===== src/rtl/rssi_cca_pkg.sv =====
package rssi_cca_pkg;

    localparam int BUS_ADDR_W = 10;
    localparam int BYTE_W     = 8;

    typedef enum logic [2:0] {
        ST_IDLE     = 3'd0,
        ST_GET_CTRL = 3'd1,
        ST_SET_REQ  = 3'd2,
        ST_POLL     = 3'd3,
        ST_GET_RSSI = 3'd4
    } seq_state_e;

    typedef struct packed {
        logic                  req;
        logic                  wr;
        logic                  long_sp;
        logic [BUS_ADDR_W-1:0] addr;
        logic [BYTE_W-1:0]     wdata;
    } bus_cmd_t;

    // Sets one bit of a byte and leaves the others as they were.
    function automatic logic [BYTE_W-1:0] with_bit_set(
        input logic [BYTE_W-1:0] v,
        input int unsigned       idx
    );
        logic [BYTE_W-1:0] r;
        r      = v;
        r[idx] = 1'b1;
        return r;
    endfunction

    // Clear-channel decision: at or below the limit counts as clear.
    function automatic logic at_or_below(
        input logic [BYTE_W-1:0] v,
        input logic [BYTE_W-1:0] lim
    );
        return v <= lim;
    endfunction

endpackage


===== src/rtl/rssi_poll_timer.sv =====
module rssi_poll_timer #(
    parameter int POLL_LIMIT = 1024
) (
    input  logic clk,
    input  logic rst,
    input  logic clr,
    input  logic inc,
    output logic at_last
);
    localparam int CNT_W = (POLL_LIMIT > 1) ? $clog2(POLL_LIMIT) : 1;
    localparam logic [CNT_W-1:0] LAST = CNT_W'(POLL_LIMIT - 1);

    logic [CNT_W-1:0] cnt_q;

    always_ff @(posedge clk) begin
        if (rst || clr) begin
            cnt_q <= '0;
        end else if (inc && (cnt_q != LAST)) begin
            cnt_q <= cnt_q + 1'b1;
        end
    end

    assign at_last = (cnt_q == LAST);

endmodule


===== src/rtl/rssi_seq_ctrl.sv =====
module rssi_seq_ctrl
    import rssi_cca_pkg::*;
#(
    parameter logic [BUS_ADDR_W-1:0] CTRL_ADDR = 10'h03E,
    parameter logic [BUS_ADDR_W-1:0] RSSI_ADDR = 10'h210,
    parameter int                    REQ_BIT   = 7,
    parameter int                    RDY_BIT   = 0
) (
    input  logic              clk,
    input  logic              rst,
    input  logic              start,
    input  logic              bus_ack,
    input  logic [BYTE_W-1:0] bus_rdata,
    input  logic              poll_at_last,
    output bus_cmd_t          cmd,
    output logic              busy,
    output logic              accept,
    output logic              tmr_clr,
    output logic              tmr_inc,
    output logic              capture,
    output logic              fail
);
    seq_state_e        state_q, state_d;
    logic [BYTE_W-1:0] ctrl_q;
    logic              rdy_seen;

    assign accept   = (state_q == ST_IDLE) && start;
    assign busy     = (state_q != ST_IDLE);
    assign rdy_seen = bus_rdata[RDY_BIT];

    always_comb begin
        state_d = state_q;
        tmr_inc = 1'b0;
        capture = 1'b0;
        fail    = 1'b0;
        unique case (state_q)
            ST_IDLE: begin
                if (start) state_d = ST_GET_CTRL;
            end
            ST_GET_CTRL: begin
                if (bus_ack) state_d = ST_SET_REQ;
            end
            ST_SET_REQ: begin
                if (bus_ack) state_d = ST_POLL;
            end
            ST_POLL: begin
                if (bus_ack) begin
                    if (rdy_seen) begin
                        state_d = ST_GET_RSSI;
                    end else if (poll_at_last) begin
                        state_d = ST_IDLE;
                        fail    = 1'b1;
                    end else begin
                        tmr_inc = 1'b1;
                    end
                end
            end
            ST_GET_RSSI: begin
                if (bus_ack) begin
                    state_d = ST_IDLE;
                    capture = 1'b1;
                end
            end
            default: state_d = ST_IDLE;
        endcase
    end

    assign tmr_clr = accept;

    always_ff @(posedge clk) begin
        if (rst) begin
            state_q <= ST_IDLE;
            ctrl_q  <= '0;
        end else begin
            state_q <= state_d;
            if ((state_q == ST_GET_CTRL) && bus_ack) begin
                ctrl_q <= with_bit_set(bus_rdata, REQ_BIT);
            end
        end
    end

    always_comb begin
        cmd         = '0;
        cmd.addr    = CTRL_ADDR;
        unique case (state_q)
            ST_GET_CTRL: begin
                cmd.req = 1'b1;
            end
            ST_SET_REQ: begin
                cmd.req   = 1'b1;
                cmd.wr    = 1'b1;
                cmd.wdata = ctrl_q;
            end
            ST_POLL: begin
                cmd.req = 1'b1;
            end
            ST_GET_RSSI: begin
                cmd.req     = 1'b1;
                cmd.long_sp = 1'b1;
                cmd.addr    = RSSI_ADDR;
            end
            default: cmd.req = 1'b0;
        endcase
    end

endmodule


===== src/rtl/rssi_result_hold.sv =====
module rssi_result_hold
    import rssi_cca_pkg::*;
#(
    parameter int CLEAR_MAX = 95
) (
    input  logic              clk,
    input  logic              rst,
    input  logic              accept,
    input  logic              capture,
    input  logic              fail,
    input  logic [BYTE_W-1:0] sample,
    output logic [BYTE_W-1:0] rssi_val,
    output logic              chan_clear,
    output logic              done,
    output logic              timeout_err
);
    localparam logic [BYTE_W-1:0] LIM = BYTE_W'(CLEAR_MAX);

    always_ff @(posedge clk) begin
        if (rst) begin
            rssi_val    <= '0;
            chan_clear  <= 1'b0;
            done        <= 1'b0;
            timeout_err <= 1'b0;
        end else begin
            done <= capture || fail;
            if (capture) begin
                rssi_val   <= sample;
                chan_clear <= at_or_below(sample, LIM);
            end
            if (fail) begin
                timeout_err <= 1'b1;
            end else if (accept) begin
                timeout_err <= 1'b0;
            end
        end
    end

endmodule


===== src/rtl/rssi_cca_seq.sv =====
module rssi_cca_seq
    import rssi_cca_pkg::*;
#(
    parameter int                    POLL_LIMIT = 1024,
    parameter int                    CLEAR_MAX  = 95,
    parameter logic [BUS_ADDR_W-1:0] CTRL_ADDR  = 10'h03E,
    parameter logic [BUS_ADDR_W-1:0] RSSI_ADDR  = 10'h210,
    parameter int                    REQ_BIT    = 7,
    parameter int                    RDY_BIT    = 0
) (
    input  logic                  clk,
    input  logic                  rst,
    input  logic                  start,
    output logic                  bus_req,
    output logic                  bus_wr,
    output logic                  bus_long,
    output logic [BUS_ADDR_W-1:0] bus_addr,
    output logic [BYTE_W-1:0]     bus_wdata,
    input  logic                  bus_ack,
    input  logic [BYTE_W-1:0]     bus_rdata,
    output logic                  busy,
    output logic                  done,
    output logic                  timeout_err,
    output logic [BYTE_W-1:0]     rssi_val,
    output logic                  chan_clear
);
    bus_cmd_t cmd;
    logic     accept, tmr_clr, tmr_inc, capture, fail, poll_at_last;

    rssi_seq_ctrl #(
        .CTRL_ADDR (CTRL_ADDR),
        .RSSI_ADDR (RSSI_ADDR),
        .REQ_BIT   (REQ_BIT),
        .RDY_BIT   (RDY_BIT)
    ) u_ctrl (
        .clk          (clk),
        .rst          (rst),
        .start        (start),
        .bus_ack      (bus_ack),
        .bus_rdata    (bus_rdata),
        .poll_at_last (poll_at_last),
        .cmd          (cmd),
        .busy         (busy),
        .accept       (accept),
        .tmr_clr      (tmr_clr),
        .tmr_inc      (tmr_inc),
        .capture      (capture),
        .fail         (fail)
    );

    rssi_poll_timer #(
        .POLL_LIMIT (POLL_LIMIT)
    ) u_timer (
        .clk     (clk),
        .rst     (rst),
        .clr     (tmr_clr),
        .inc     (tmr_inc),
        .at_last (poll_at_last)
    );

    rssi_result_hold #(
        .CLEAR_MAX (CLEAR_MAX)
    ) u_result (
        .clk         (clk),
        .rst         (rst),
        .accept      (accept),
        .capture     (capture),
        .fail        (fail),
        .sample      (bus_rdata),
        .rssi_val    (rssi_val),
        .chan_clear  (chan_clear),
        .done        (done),
        .timeout_err (timeout_err)
    );

    assign bus_req   = cmd.req;
    assign bus_wr    = cmd.wr;
    assign bus_long  = cmd.long_sp;
    assign bus_addr  = cmd.addr;
    assign bus_wdata = cmd.wdata;

endmodule


===== config.mk =====
export PLATFORM = sky130hd
export DESIGN_NAME = rssi_cca_seq
export DESIGN_NICKNAME = d
export VERILOG_FILES = /design/src/rtl/rssi_cca_pkg.sv /design/src/rtl/rssi_poll_timer.sv /design/src/rtl/rssi_seq_ctrl.sv /design/src/rtl/rssi_result_hold.sv /design/src/rtl/rssi_cca_seq.sv
export SDC_FILE = /design/constraint.sdc
export NUM_CORES = 1
export LEC_CHECK = 0
export ABC_AREA = 1
export BUFFER_PORTS_ARGS = -buffer_cell sky130_fd_sc_hd__buf_2
export CORE_ASPECT_RATIO = 0.6
export CORE_UTILIZATION = 46
export DETAILED_ROUTE_END_ITERATION = 16
export PLACE_DENSITY = 0.76
export SYNTH_ARGS = -nofsm -noshare
export SYNTH_HDL_FRONTEND = slang
export SYNTH_SLANG_ARGS = --single-unit

===== constraint.sdc =====
create_clock -name clk -period 1.4 [get_ports clk]
set_input_delay 0.14 -clock clk [delete_from_list [all_inputs] [get_ports clk]]
set_output_delay 0.14 -clock clk [all_outputs]
set_load 0.01 [all_outputs]

==> results.txt, run 1 <==
status - completed
DRT Pass-1 Iters - 4
sequential share of the synthesized area - 41.2%
Post-Synth Simple-Gate Area - 29.4%
Worst R2R Setup Slack - 0.03 ns
Hold Crit Class - in2reg
die width - 77.1 um
worst hold endpoint - u_result.rssi_val[3]
Max Cap Viol - 0
largest net degree at the start of global routing - 13
vias in the first global route - 1,234
Reg-to-Reg Start - u_ctrl.state_q[0]
Reg2Reg Capture Point - u_timer.cnt_q[4]
Post-Synth Adder-Cell Area - 0.804%
largest family of logic cells by synthesized area - simple AND/OR/NAND/NOR gates
Root Driver - clkbuf_8
antenna cells - 0
number of library cell types mapped by synthesis - 23
CTS hold repair buffers - 0
DRT antenna net count - 0
TritonCTS clock tree - built
routed len/inst - 13.2 um
xor and xnor area share after synthesis - 3.94%
WP data required - 1.26 ns
mux contribution to synthesized area - 0%
Setup CP Type - reg2out
Max Fclk - 719 MHz
Cells after DPL - 305
clk slew on worst S/H paths - 0.06 ns
Rows - 15
NumNets Final - 289
Worst Path Max Fanout - 4
hold path startpoint - bus_rdata[3]
Final Critical Period - 1.39 ns
share of post-route cells with drive strength above 1 - 37.2%
Critical Path Stages - 5
Worst Skew - 0.00232 ns
H-tree depth - 2
P&R area growth vs syn - 38.1%
Setup crit start kind - flop
Power Dens Cells - 1480 nW/um^2
CP Capture Type - primary output
remaining routing DRC violations - 0
worst setup margin - 0.0101 ns
Worst Hold Depth - 3
GRT Util Overall - 22.5%
first-pass GRT wire length - 5.93 mm
non-filler instance count after layout - 319
Skew-Pair Late Insertion Delay - 0.29 ns
clock sink count - 32
endpoints failing setup - 0
routability cong. - 0.913
Pins Over Slew Limit - 0
Fill cells - 249
Synth Cell Area - 1560 um^2
syn_area_per_cell - 7.04 um^2
Initial Util - 51.2%
synthesized flop and latch total - 32
synth warn - 0
final hold violation count - 0
DRT iter0 DRCs - 121
Worst EP arrival - 1.25 ns
antenna violations before repair - 0
Crit path largest cell delay - 0.37 ns
die area - 3630 um^2
share of the synthesized area in the top cell type - 41.2%
post-synth top area cell - dfxtp_1
grt ovf - 0
compound-cell area share of the yosys netlist - 11.9%
Top-Level Pins - 45
Crit-path slowest cell - dfxtp_4
Die Height - 47.1 um
CTS buffer count - 5
Bufs and invs on worst path - 2
dpl hpwl - 2.87 mm
Cell Chain, Critical Path - nor2_4 > nand2_4 > buf_4 > nor2_2 > buf_2
dpl ws - -0.0146 ns
Critical Path Source - u_ctrl.state_q[2]
Routed WL - 4.20 mm
Max VDD drop - 1.06 mV
Syn Inst Count - 221
Core Area - 3040 um^2
leak pwr - 0.930 nW
via-per-instance ratio - 4.93
maximum root-to-sink buffer count - 2
Setup TNS Final - 0 ns
DR vias - 1,574
Synth area leaders - dfxtp_1, nand2_1, a21oi_1
CP top delay family - flip-flops
# port buffers - 39
Worst R2R Path Depth - 8
period utilization - 99.3%
RSZ-0062 raised after global routing - true
## what timing repair did
action	CTS	global route
buffers inserted	3	2
resized for setup	12	38
endpoints found under the setup margin	22	24
cloned	0	1
pin swaps	2	8
## worst max-delay path by stage
stage                             end  slack, ns
global route                 bus_long      -0.03
global placement     u_timer.cnt_q[7]       0.04
floorplan           u_ctrl.state_q[0]       0.12
CTS                      bus_wdata[0]      0.005
detailed placement   u_timer.cnt_q[8]      -0.01
finish                   bus_wdata[0]       0.01
## layout make-up
cell class | count | area [um^2] | area share [%]
Inverter | 23 | 91.3 | 4.25
Sequential cell | 32 | 657 | 30.6
Multi-Input combinational cell | 154 | 860 | 40.0
Clock buffer | 8 | 90.1 | 4.19
Tap cell | 42 | 52.6 | 2.44
Timing Repair Buffer | 60 | 399 | 18.6
## synthesized netlist by cell type (all sizes together)
master	instances
a21oi	28
o21ai	9
nor2	23
inv	22
clkbuf	2
nand3	17
clkinv	1
xor2	4
ha	1
nor3	1
xnor2	3
buf	13
dfxtp	32
or2	1
conb	2
nand4	6
nand2	56
## metal layers
layer	track usage, %	part of all wire, %
met3	5.83	6.9
met1	33.2	49
met5	0	0
met2	30.7	42
met4	10.2	1.5
## cells by family after synthesis
family / Yosys count
and+or+nand+nor: 104
AOI/OAI and AO/OA: 37
DFF: 32
xor gates and xnor gates: 7
adders and majority gates: 1
buffers and inverters: 38
other: 2
## registers in the layout, summed over array words and instances, names as in the netlist
name / count
u_result.timeout_err: 1
u_ctrl.ctrl_q: 8
u_result.rssi_val: 8
u_result.done: 1
u_ctrl.state_q: 3
u_timer.cnt_q: 10
u_result.chan_clear: 1
## where the power goes
group / switching (mW) / leakage (nW) / internal, mW / total, mW
Combinational: 0.760 / 0.622 / 0.525 / 1.29
Sequential: 0.111 / 0.263 / 1.05 / 1.16
Clock: 0.329 / 0.0455 / 0.400 / 0.729
Total: 1.20 / 0.930 / 1.98 / 3.18
## through the flow
step | util (%) | area, um^2 | hold slack [ns] | power, mW
after global routing | 70.7 | 2150 | 0.151 | 3.34
after global placement | 60.0 | 1820 | 0.433 | 2.06
after detailed placement | 60.0 | 1820 | 0.433 | 2.08
after CTS | 65.1 | 1980 | 0.124 | 2.95
after floorplan | - | 1570 | 0.254 | 1.80
final | 70.7 | 2150 | 0.133 | 3.18
## worst min-delay path, delay by kind of cell
kind | cells | cell delay (ns)
simple gates | 1 | 0.07
compound gates | 1 | 0.06
buf+inv | 1 | 0.10
## placed cells by master, fill, tap and decap left out, drive strengths merged
master / netlist / routed
buf: 13 / 60
nand2: 56 / 56
dfxtp: 32 / 32
a21oi: 28 / 28
nor2: 23 / 23
inv: 22 / 22
nand3: 17 / 17
o21ai: 9 / 9
clkbuf: 2 / 8
nand4: 6 / 6
conb: 2 / 5
xor2: 4 / 4
xnor2: 3 / 3
nor3: 1 / 1
or2: 1 / 1
clkinv: 1 / 1
ha: 1 / 1
(Power assumes the default switching activity.)
==> run 2: changes to the inputs <==
- PLACE_DENSITY: 0.76 -> 0.79
- clock period: 1.4 -> 1.17 ns (I/O delays scaled with it)
==> run 2 against run 1 <==
Effect of this change: clock skew increased by 0.012 ns; sequential power increased by 20%; largest power group unchanged; setup slack got worse by 0.25 ns; clock power increased by 24%; cell count increased by 6.0%; flip-flop and latch count unchanged; power increased by 43%; global-route usage increased by 5.1 points; routed wire length increased by 50%; via count increased by 26%; the run now ends with negative setup slack left; sequential share of layout area decreased by 4.1 points.
==> results.txt, run 2 (synthesis gave the netlist of run 1 again) <==
fin area - 2480 um^2 (was 2150 um^2)
die width - 77.1 um (unchanged)
Bufs and invs on worst path - 1 (was 2)
Top-Level Pins - 45 (unchanged)
failing checks - negative setup slack
antenna violations before repair - 0 (unchanged)
Die Height - 47.1 um (unchanged)
Max VDD drop - 1.58 mV (was 1.06 mV)
TritonCTS clock tree - built (unchanged)
Max Fclk - 711 MHz
DRT antenna net count - 0 (unchanged)
Power, Total - 4.54 mW (was 3.18 mW)
dpl hpwl - 3.05 mm (was 2.87 mm)
WHS - 0.136 ns (was 0.133 ns)
Worst Path Max Fanout - 3 (was 4)
GRT Util Overall - 27.6% (was 22.5%)
Core Area - 3040 um^2 (unchanged)
Routed WL - 6.29 mm (was 4.20 mm)
area of the multi-input gates - 1000 um^2 (was 860 um^2)
Rows - 15 (unchanged)
H-tree depth - 2 (unchanged)
DRT iter0 DRCs - 298 (was 121)
DR vias - 1,980 (was 1,574)
Final Util - 81.7% (was 70.7%)
remaining routing DRC violations - 0 (unchanged)
Skew-Pair Late Insertion Delay - 0.29 ns (about the same)
DRT Pass-1 Iters - 6 (was 4)
Crit-path slowest cell - dfxtp_1 (was dfxtp_4)
CP Capture Type - flop (was primary output)
first-pass GRT wire length - 7.40 mm (was 5.93 mm)
vias in the first global route - 1,570 (was 1,234)
NumNets Final - 308 (was 289)
Fill cells - 168 (was 249)
grt ovf - 0 (unchanged)
Crit path largest cell delay - 0.35 ns (was 0.37 ns)
final hold violation count - 0 (unchanged)
most frequent cells in the layout - nand2_1, buf_2, buf_4, dfxtp_1, a21oi_1 (was nand2_1, buf_2, dfxtp_1, a21oi_1, inv_1)
Cell Chain, Critical Path - nand2_1 > nor2_2 > nand2_4 > buf_6 > nand2_4 > nand4_1 > nand2_1 > nor2_1 (was nor2_4 > nand2_4 > buf_4 > nor2_2 > buf_2)
Initial Util - 51.2% (unchanged)
Pins Over Slew Limit - 0 (unchanged)
sequential power share - 30.6% (was 36.6%)
routed len/inst - 18.6 um (was 13.2 um)
Largest Register - u_timer.cnt_q (unchanged)
die area - 3630 um^2 (unchanged)
Max Cap Viol - 0 (unchanged)
period utilization - 120%
Root Driver - clkbuf_8 (unchanged)
Internal - 2.74 mW (was 1.98 mW)
largest registers - u_timer.cnt_q x10, u_ctrl.ctrl_q x8, u_result.rssi_val x8 (unchanged)
share of post-route cells with drive strength above 1 - 52.7% (was 37.2%)
Setup CP Type - reg2reg (was reg2out)
Net Sw Frac - 39.7% (was 37.8%)
Final Critical Period - 1.41 ns
worst setup margin - -0.237 ns (was 0.0101 ns)
leading cell type in the layout, fill and taps excluded - nand2_1 (unchanged)
via-per-instance ratio - 5.86 (was 4.93)
endpoints failing setup - 41 (was 0)
Clock Power Share - 19.9% (was 23.0%)
Switch Pwr - 1.80 mW (was 1.20 mW)
Hold Crit Class - in2reg (unchanged)
Worst EP arrival - 1.60 ns (was 1.25 ns)
status - finished, violations left (was completed)
# port buffers - 39 (unchanged)
WP data required - 1.36 ns (was 1.26 ns)
clock sink count - 32 (unchanged)
routability cong. - 0.864 (was 0.913)
Reg area - 658 um^2 (was 657 um^2)
Post-DP Area - 2010 um^2 (was 1820 um^2)
P&R area growth vs syn - 59.6% (was 38.1%)
antenna cells - 0 (unchanged)
clk slew on worst S/H paths - 0.07 ns (was 0.06 ns)
Logic pwr share - 49.5% (was 40.5%)
RSZ-0062 raised after global routing - true (unchanged)
CTS buffer count - 5 (unchanged)
Power Dens Cells - 1830 nW/um^2 (was 1480 nW/um^2)
number of flip-flops in the largest register - 10 (unchanged)
leak pwr - 1.11 nW (was 0.930 nW)
Worst Skew - 0.0141 ns (was 0.00232 ns)
largest net degree at the start of global routing - 16 (was 13)
maximum root-to-sink buffer count - 2 (unchanged)
CP top delay family - simple AND/OR/NAND/NOR gates (was flip-flops)
Setup crit start kind - flop (unchanged)
-- run 2: power by group through the flow --
stage                     combinational, mW  sequential (mW)  clock (mW)
after floorplan                       0.823             1.35           0
after global placement                 1.43             1.33           0
after detailed placement               1.45             1.34           0
after CTS                              1.82             1.37       0.892
after global routing                   2.35             1.40       0.945
final                                  2.25             1.39       0.903
-- run 2: tightest hold or removal path: stages --
cell and delay (ns):
buf_2 0.12, nand3_1 0.08, a21oi_1 0.06
-- run 2: routing by layer --
layer / wire length [um] / global-route usage (%)
met1: 2440 / 35.7
met2: 2780 / 43.9
met3: 653 / 7.96
met4: 406 / 13.6
met5: 0 / 0
-- run 2: timing repair --
action | in CTS | in global routing
pin swaps | 6 | 16
setup buffers | 4 | 2
gates cloned | 1 | 1
hold buffers | 0 | 0
resized for setup | 43 | 61
setup endpoints to repair | 46 | 48
hold endpoints to repair | 0 | 0
-- run 2: area by class of cell --
type,count,area share [%]
Multi-Input combinational cell,154,40.3
Sequential cell,32,26.5
Timing Repair Buffer,78,23.2
Inverter,23,3.98
Clock buffer,8,3.63
Tap cell,42,2.11
Timing Repair inverter,1,0.252
-- run 2: worst paths after layout --
kind	start	depth (start not counted)	to	slack [ns]
min reg2reg	u_result.rssi_val[7]	2	u_result.rssi_val[7]	0.46
min	bus_rdata[7]	3	u_result.rssi_val[7]	0.14
max reg2reg	u_timer.cnt_q[7]	8	u_ctrl.state_q[1]	-0.24
max	u_timer.cnt_q[7]	8	u_ctrl.state_q[1]	-0.24
-- run 2: through the flow --
stage / cells / TNS [ns] / setup slack [ns]
floorplan: 224 / -0.613 / -0.0473
global placement: 324 / -1.56 / -0.0842
detailed placement: 324 / -1.71 / -0.143
CTS: 336 / -3.50 / -0.179
global route: 338 / -7.12 / -0.289
finish: 338 / -5.07 / -0.237
